===== src/rtl/tmr_pkg.sv =====
`timescale 1ns/1ps
package tmr_pkg;
  typedef enum logic [1:0] {
    SEL_CTRL  = 2'd0,
    SEL_START = 2'd1,
    SEL_COUNT = 2'd2,
    SEL_STAT  = 2'd3
  } tmr_sel_e;

  localparam int BIT_RUN    = 30;
  localparam int BIT_IEN    = 29;
  localparam int BIT_AUTO   = 27;
  localparam int BIT_RELOAD = 26;
  localparam int BIT_BUSY   = 25;
  localparam int DIV_W      = 8;
  localparam logic [DIV_W-1:0] DIV_RESET = 8'd5;
endpackage


===== src/rtl/tmr_prescaler.sv =====
`timescale 1ns/1ps
module tmr_prescaler #(
  parameter int PW = 8
) (
  input  logic          clk,
  input  logic          rst_n,
  input  logic          run,
  input  logic          restart,
  input  logic [PW-1:0] div,
  output logic          tick
);
  logic [PW-1:0] phase;

  assign tick = run && (phase >= div);

  always_ff @(posedge clk or negedge rst_n) begin
    if (!rst_n)       phase <= '0;
    else if (restart) phase <= '0;
    else if (tick)    phase <= '0;
    else if (run)     phase <= phase + 1'b1;
  end

  // divider phase only advances by one per running cycle
  p_phase_step_r2: assert property (@(posedge clk) disable iff (!rst_n)
    (run && !tick && !restart) |=> (phase == $past(phase) + 1'b1));
  // divider phase frozen when not running and not restarted
  p_phase_hold_r12: assert property (@(posedge clk) disable iff (!rst_n)
    (!run && !restart) |=> $stable(phase));
endmodule


===== src/rtl/tmr_downcount.sv =====
`timescale 1ns/1ps
module tmr_downcount #(
  parameter int DW = 32
) (
  input  logic          clk,
  input  logic          rst_n,
  input  logic          load,
  input  logic [DW-1:0] load_val,
  input  logic          step,
  input  logic          auto_reload,
  input  logic [DW-1:0] reload_val,
  output logic [DW-1:0] count,
  output logic          expire
);
  localparam logic [DW-1:0] ONE = DW'(1);

  assign expire = step && (count <= ONE);

  always_ff @(posedge clk or negedge rst_n) begin
    if (!rst_n)      count <= '0;
    else if (load)   count <= load_val;
    else if (expire) count <= auto_reload ? reload_val : '0;
    else if (step)   count <= count - ONE;
  end

  // an ordinary step lowers the count by exactly one
  p_dec_one_r2: assert property (@(posedge clk) disable iff (!rst_n)
    (step && !load && count > ONE) |=> (count == $past(count) - ONE));
  // one-shot expiry leaves the count at zero
  p_oneshot_zero_r7: assert property (@(posedge clk) disable iff (!rst_n)
    (expire && !load && !auto_reload) |=> (count == '0));
  // auto-reload expiry restores the start value
  p_auto_reload_r7: assert property (@(posedge clk) disable iff (!rst_n)
    (expire && !load && auto_reload) |=> (count == $past(reload_val)));
endmodule


===== src/rtl/tmr_channel.sv =====
`timescale 1ns/1ps
module tmr_channel
  import tmr_pkg::*;
#(
  parameter int DW       = 32,
  parameter int STAT_BIT = 0
) (
  input  logic          clk,
  input  logic          rst_n,
  input  logic          wr_en,
  input  logic [1:0]    wr_sel,
  input  logic [DW-1:0] wr_data,
  input  logic [1:0]    rd_sel,
  output logic [DW-1:0] rd_data,
  output logic          irq
);
  localparam logic [DW-1:0] ZERO = '0;

  logic             run_q, busy_q, ien_q, auto_q, stat_q;
  logic [DIV_W-1:0] div_q;
  logic [DW-1:0]    start_q, count;
  logic             wr_ctrl, wr_start, wr_stat;
  logic             d_reload, d_run, run_rise, fall_expire;
  logic             cnt_load, div_restart, div_run, step, cnt_expire;
  logic [DW-1:0]    held_count, load_val;

  assign wr_ctrl  = wr_en && (wr_sel == SEL_CTRL);
  assign wr_start = wr_en && (wr_sel == SEL_START);
  assign wr_stat  = wr_en && (wr_sel == SEL_STAT);

  assign d_reload    = wr_data[BIT_RELOAD];
  assign d_run       = wr_data[BIT_RUN] && !d_reload;
  assign run_rise    = wr_ctrl && !run_q && d_run;
  assign held_count  = d_reload ? start_q : count;
  assign fall_expire = wr_ctrl && run_q && !d_run && (held_count == ZERO);

  assign cnt_load    = wr_start || (wr_ctrl && d_reload) || (fall_expire && wr_data[BIT_AUTO]);
  assign load_val    = wr_start ? wr_data : start_q;
  assign div_run     = run_q && !wr_ctrl && !wr_start;
  assign div_restart = cnt_load || run_rise;

  tmr_prescaler #(.PW(DIV_W)) u_div (
    .clk(clk), .rst_n(rst_n), .run(div_run), .restart(div_restart),
    .div(div_q), .tick(step)
  );

  tmr_downcount #(.DW(DW)) u_cnt (
    .clk(clk), .rst_n(rst_n), .load(cnt_load), .load_val(load_val),
    .step(step), .auto_reload(auto_q), .reload_val(start_q),
    .count(count), .expire(cnt_expire)
  );

  always_ff @(posedge clk or negedge rst_n) begin
    if (!rst_n) begin
      run_q  <= 1'b0;
      busy_q <= 1'b0;
      ien_q  <= 1'b0;
      auto_q <= 1'b0;
      div_q  <= DIV_RESET;
    end else if (wr_ctrl) begin
      run_q  <= d_run;
      busy_q <= d_run;
      ien_q  <= wr_data[BIT_IEN];
      auto_q <= wr_data[BIT_AUTO];
      div_q  <= wr_data[DIV_W-1:0];
    end else if (cnt_expire && !auto_q) begin
      run_q  <= 1'b0;
      busy_q <= 1'b0;
    end
  end

  always_ff @(posedge clk or negedge rst_n) begin
    if (!rst_n)        start_q <= '0;
    else if (wr_start) start_q <= wr_data;
  end

  always_ff @(posedge clk or negedge rst_n) begin
    if (!rst_n) stat_q <= 1'b0;
    else        stat_q <= (stat_q && !(wr_stat && wr_data[STAT_BIT])) || cnt_expire || fall_expire;
  end

  assign irq = ien_q && stat_q;

  always_comb begin
    rd_data = '0;
    case (rd_sel)
      SEL_CTRL: begin
        rd_data[BIT_RUN]     = run_q;
        rd_data[BIT_IEN]     = ien_q;
        rd_data[BIT_AUTO]    = auto_q;
        rd_data[BIT_BUSY]    = busy_q;
        rd_data[DIV_W-1:0]   = div_q;
      end
      SEL_START: rd_data = start_q;
      SEL_COUNT: rd_data = count;
      default:   rd_data[STAT_BIT] = stat_q;
    endcase
  end

  // running mirror always follows the enable
  p_busy_mirror_r5: assert property (@(posedge clk) disable iff (!rst_n)
    busy_q == run_q);
  // a write carrying the reload command leaves the channel stopped
  p_reload_stops_r4: assert property (@(posedge clk) disable iff (!rst_n)
    (wr_en && wr_sel == SEL_CTRL && wr_data[BIT_RELOAD]) |=> !run_q);
  // a stopped channel holds its count unless written
  p_hold_stopped_r5: assert property (@(posedge clk) disable iff (!rst_n)
    (!run_q && !wr_ctrl && !wr_start) |=> $stable(count));
  // write-one clears the status bit when no expiry competes
  p_w1c_r9: assert property (@(posedge clk) disable iff (!rst_n)
    (wr_stat && wr_data[STAT_BIT] && !cnt_expire) |=> !stat_q);
  // start-value write loads the live count
  p_start_load_r10: assert property (@(posedge clk) disable iff (!rst_n)
    wr_start |=> (count == $past(wr_data)));
  // interrupt never asserted without its enable
  p_irq_gate_r8: assert property (@(posedge clk) disable iff (!rst_n)
    irq |-> (ien_q && stat_q));
endmodule


===== config.mk =====
export PLATFORM = sky130hd
export DESIGN_NAME = tmr_channel
export DESIGN_NICKNAME = d
export VERILOG_FILES = /design/src/rtl/tmr_pkg.sv /design/src/rtl/tmr_prescaler.sv /design/src/rtl/tmr_downcount.sv /design/src/rtl/tmr_channel.sv
export SDC_FILE = /design/constraint.sdc
export NUM_CORES = 1
export LEC_CHECK = 0
export BUFFER_PORTS_ARGS = -buffer_cell sky130_fd_sc_hd__buf_2
export CORE_MARGIN = 4
export CORE_UTILIZATION = 38
export CTS_CLUSTER_DIAMETER = 80
export DETAILED_ROUTE_END_ITERATION = 10
export PLACE_DENSITY = 0.57
export SYNTH_ARGS = -nofsm -noshare
export SYNTH_HDL_FRONTEND = slang
export SYNTH_HIERARCHICAL = 1
export SYNTH_SLANG_ARGS = --single-unit

===== constraint.sdc =====
create_clock -name clk -period 3.5 [get_ports clk]
set_clock_uncertainty 0.2 [all_clocks]
set_input_delay 0.875 -clock clk [delete_from_list [all_inputs] [get_ports clk]]
set_output_delay 0.875 -clock clk [all_outputs]
set_load 0.02 [all_outputs]

==> results.toml <==
[status]
status = "completed"

[finish]
register_area_um2 = 2100
drive_above_1_share_pct = 23.8
area_growth_pct = 17.4
fillers = 1388
fin_nets = 722
multiInputGateArea_um2 = 3210
diodes = 0
final_util_pct = 46.2

[clocking]
cts.repair.resized = 0
cts_buffers = 9
cts-root-buf = "clkbuf_16"
clock_latency_ps = 350
post-cts-setup-buffer-count = 0
clk_pin_slew_ps = 60
cts.path.max_buffers = 2
htree_levels = 3
cts_tree = "done"
cts_sinks = 84
postCtsHoldBufs = 0

[worst_setup_path]
arrival_ps = 3390
cp_cell_sequence = "inv_1 > ha_1 > nand2b_1 > a21oi_1 > o32a_2 > and2b_2 > nor4b_2 > o211ai_2 > nor4_4 > buf_4 > buf_4 > a21oi_1 > o21ai_1"
r2r_start = "u_div/phase[0]"
crit_type = "reg2reg"
cp_top_family = "simple AND/OR/NAND/NOR gates"
cp-end-kind = "flip-flop"
crit_slowest_cell = "nor4_4"
start_kind = "flip-flop"
max_stage_delay_ps = 430
cp_max_fo = 7
cp.depth = 13
crit_buf_inv = 3
crit_start = "u_div/phase[0]"
crit_required_ps = 3570
reg2reg_depth = 13

[route]
dr.first_iter.drc_count = 477
firstDrtPassIters = 6
vias_per_cell = 5.99
wirelength_mm = 17.4
antenna_left = 0
drc_errors = 0
post_drt_wl_per_cell_um = 20.4
num_vias = 5113

[synthesis]
synth_cell_types = 63
synthArstFlopShare_pct = 100
syn_area_per_cell_um2 = 9.32
yosysWarningCount = 6
netlist_area_um2 = 5550
ys_seq_elements = 84
syn-num-nets = 650
synthFlopType = "dfrtp_1"
synth-edff-count = 0
synth_cells = 596
yosysSeqAreaShare_pct = 37.9

[floorplanning]
dieHeight_um = 129
die_w_um = 129
rows = 43
ioPinCount = 72
die_area_um2 = 16600
start_util_pct = 39.4
core_area_um2 = 14100

[hold_path]
worstHoldStart = "stat_q"
hold_depth = 2
hold_class = "reg2reg"

[placed_design]
hpwl_mm = 12.3
portBuffers = 71
gp_congestion = 0.850

[global_route]
grt_pass1_vias = 5050
antenna_found_initial = 0
grt_pass1_wl_mm = 27.8
grt_max_degree = 85
grt_use_total_pct = 21.3
grt_overflow = 0

[timing]
tns_ps = 0
period_needed_ps = 3320
worst_slew_pin_slew_ps = 1130
finalSetupViolCount = 0
final.period_utilization_pct = 94.7
drv_slew = 0
rsz0062_at_grt = "no"
finalHoldWorstSlack_ps = 322
hold_viol = 0
max_slew_margin_pct = 24.9
max_freq_mhz = 302

[power_and_ir_drop]
vdd_drop_max_v = 0.000236
power.density_nw_per_um2 = 709
p_leak_nw = 2.71

[run]
drv_cap = 0
-- path summary, 6_finish.rpt --
path	end	slack [ps]
hold / removal	stat_q	320
setup reg to reg	u_cnt/count[22]	180
min in group asynchronous	start_q[13]	540
hold reg to reg	stat_q	320
max in group asynchronous	u_div/phase[5]	1830
setup / recovery	u_cnt/count[22]	180
-- Yosys cell counts (all sizes together), types with 14 or more instances --
cell	count	area (µm²)
nor4	28	239
dfrtp	82	2050
a22oi	22	165
ha	15	188
a222oi	14	140
a21oi	35	175
clkbuf	22	86.3
xnor2	26	228
o21ai	40	204
nor2b	24	150
nor2	31	116
inv	19	71.3
nor3	19	95.1
nand3	26	135
mux2	42	473
nand2	42	160
-- metrics by stage --
stage	worst slack (ps)	total power (W)	instances	instance area [µm²]
5_1_grt	9.11	0.00493	853	6520
3_3_place_gp	39.8	0.00347	837	6180
4_1_cts	205	0.00463	853	6520
2_1_floorplan	133	0.00297	596	5550
6_report	184	0.00462	853	6520
3_5_place_dp	3.93	0.00353	837	6180
-- where the power goes --
| group | switching [W] | internal, W | total, W |
|---|---|---|---|
| clock | 0.000395 | 0.000681 | 0.00108 |
| sequential | 0.000601 | 0.00128 | 0.00188 |
| combinational | 0.000890 | 0.000772 | 0.00166 |
-- cells by family after synthesis --
group	share of synthesized area (%)
simple gates	23.7
compound gates	17.2
flops	37.9
buf+inv	4.55
mux	8.88
xor+xnor	4.42
fa+ha+maj	3.38
-- area by class of cell --
class / instances / area share, %
clock buffer: 12 / 4.09
clock inverter: 4 / 1.08
inverter: 19 / 1.09
multi-input combinational: 458 / 49.2
sequential: 84 / 32.3
tap: 180 / 3.46
timing repair buffer: 96 / 8.75
-- flip-flops by register name (all words and copies together) (netlist names) --
name	flops
start_q	32
u_cnt/count	32
div_q	8
u_div/phase	8
auto_q	1
busy_q	1
ien_q	1
stat_q	1
-- layout by cell type, fill, tap and decap left out, types with 10 or more instances in the layout --
cell type / netlist / final
a21oi_1: 35 / 35
a222oi_1: 14 / 14
a22oi_1: 22 / 22
and3_1: 10 / 10
buf_2: 8 / 70
buf_4: 0 / 24
dfrtp_1: 82 / 82
ha_1: 15 / 15
inv_1: 19 / 19
mux2_1: 15 / 15
mux2_2: 27 / 27
nand2_1: 41 / 41
nand3_1: 25 / 25
nand4_1: 12 / 12
nor2_1: 31 / 31
nor2b_1: 24 / 24
nor3_1: 19 / 19
nor4_1: 22 / 22
o21ai_0: 20 / 20
o21ai_1: 19 / 19
or3_1: 10 / 10
xnor2_1: 26 / 26
-- routing by layer --
| metal | wire, µm | global-route usage, % |
|---|---|---|
| met1 | 8160 | 30.6 |
| met2 | 7970 | 32.9 |
| met3 | 959 | 3.11 |
| met4 | 318 | 7.23 |
| met5 | 0 | 0 |
-- worst min-delay path, stage by stage (launching register included) --
cell	delay, ps
dfrtp_1	360
a21oi_1	70
nand2_1	50
(Power assumes the default switching activity.)
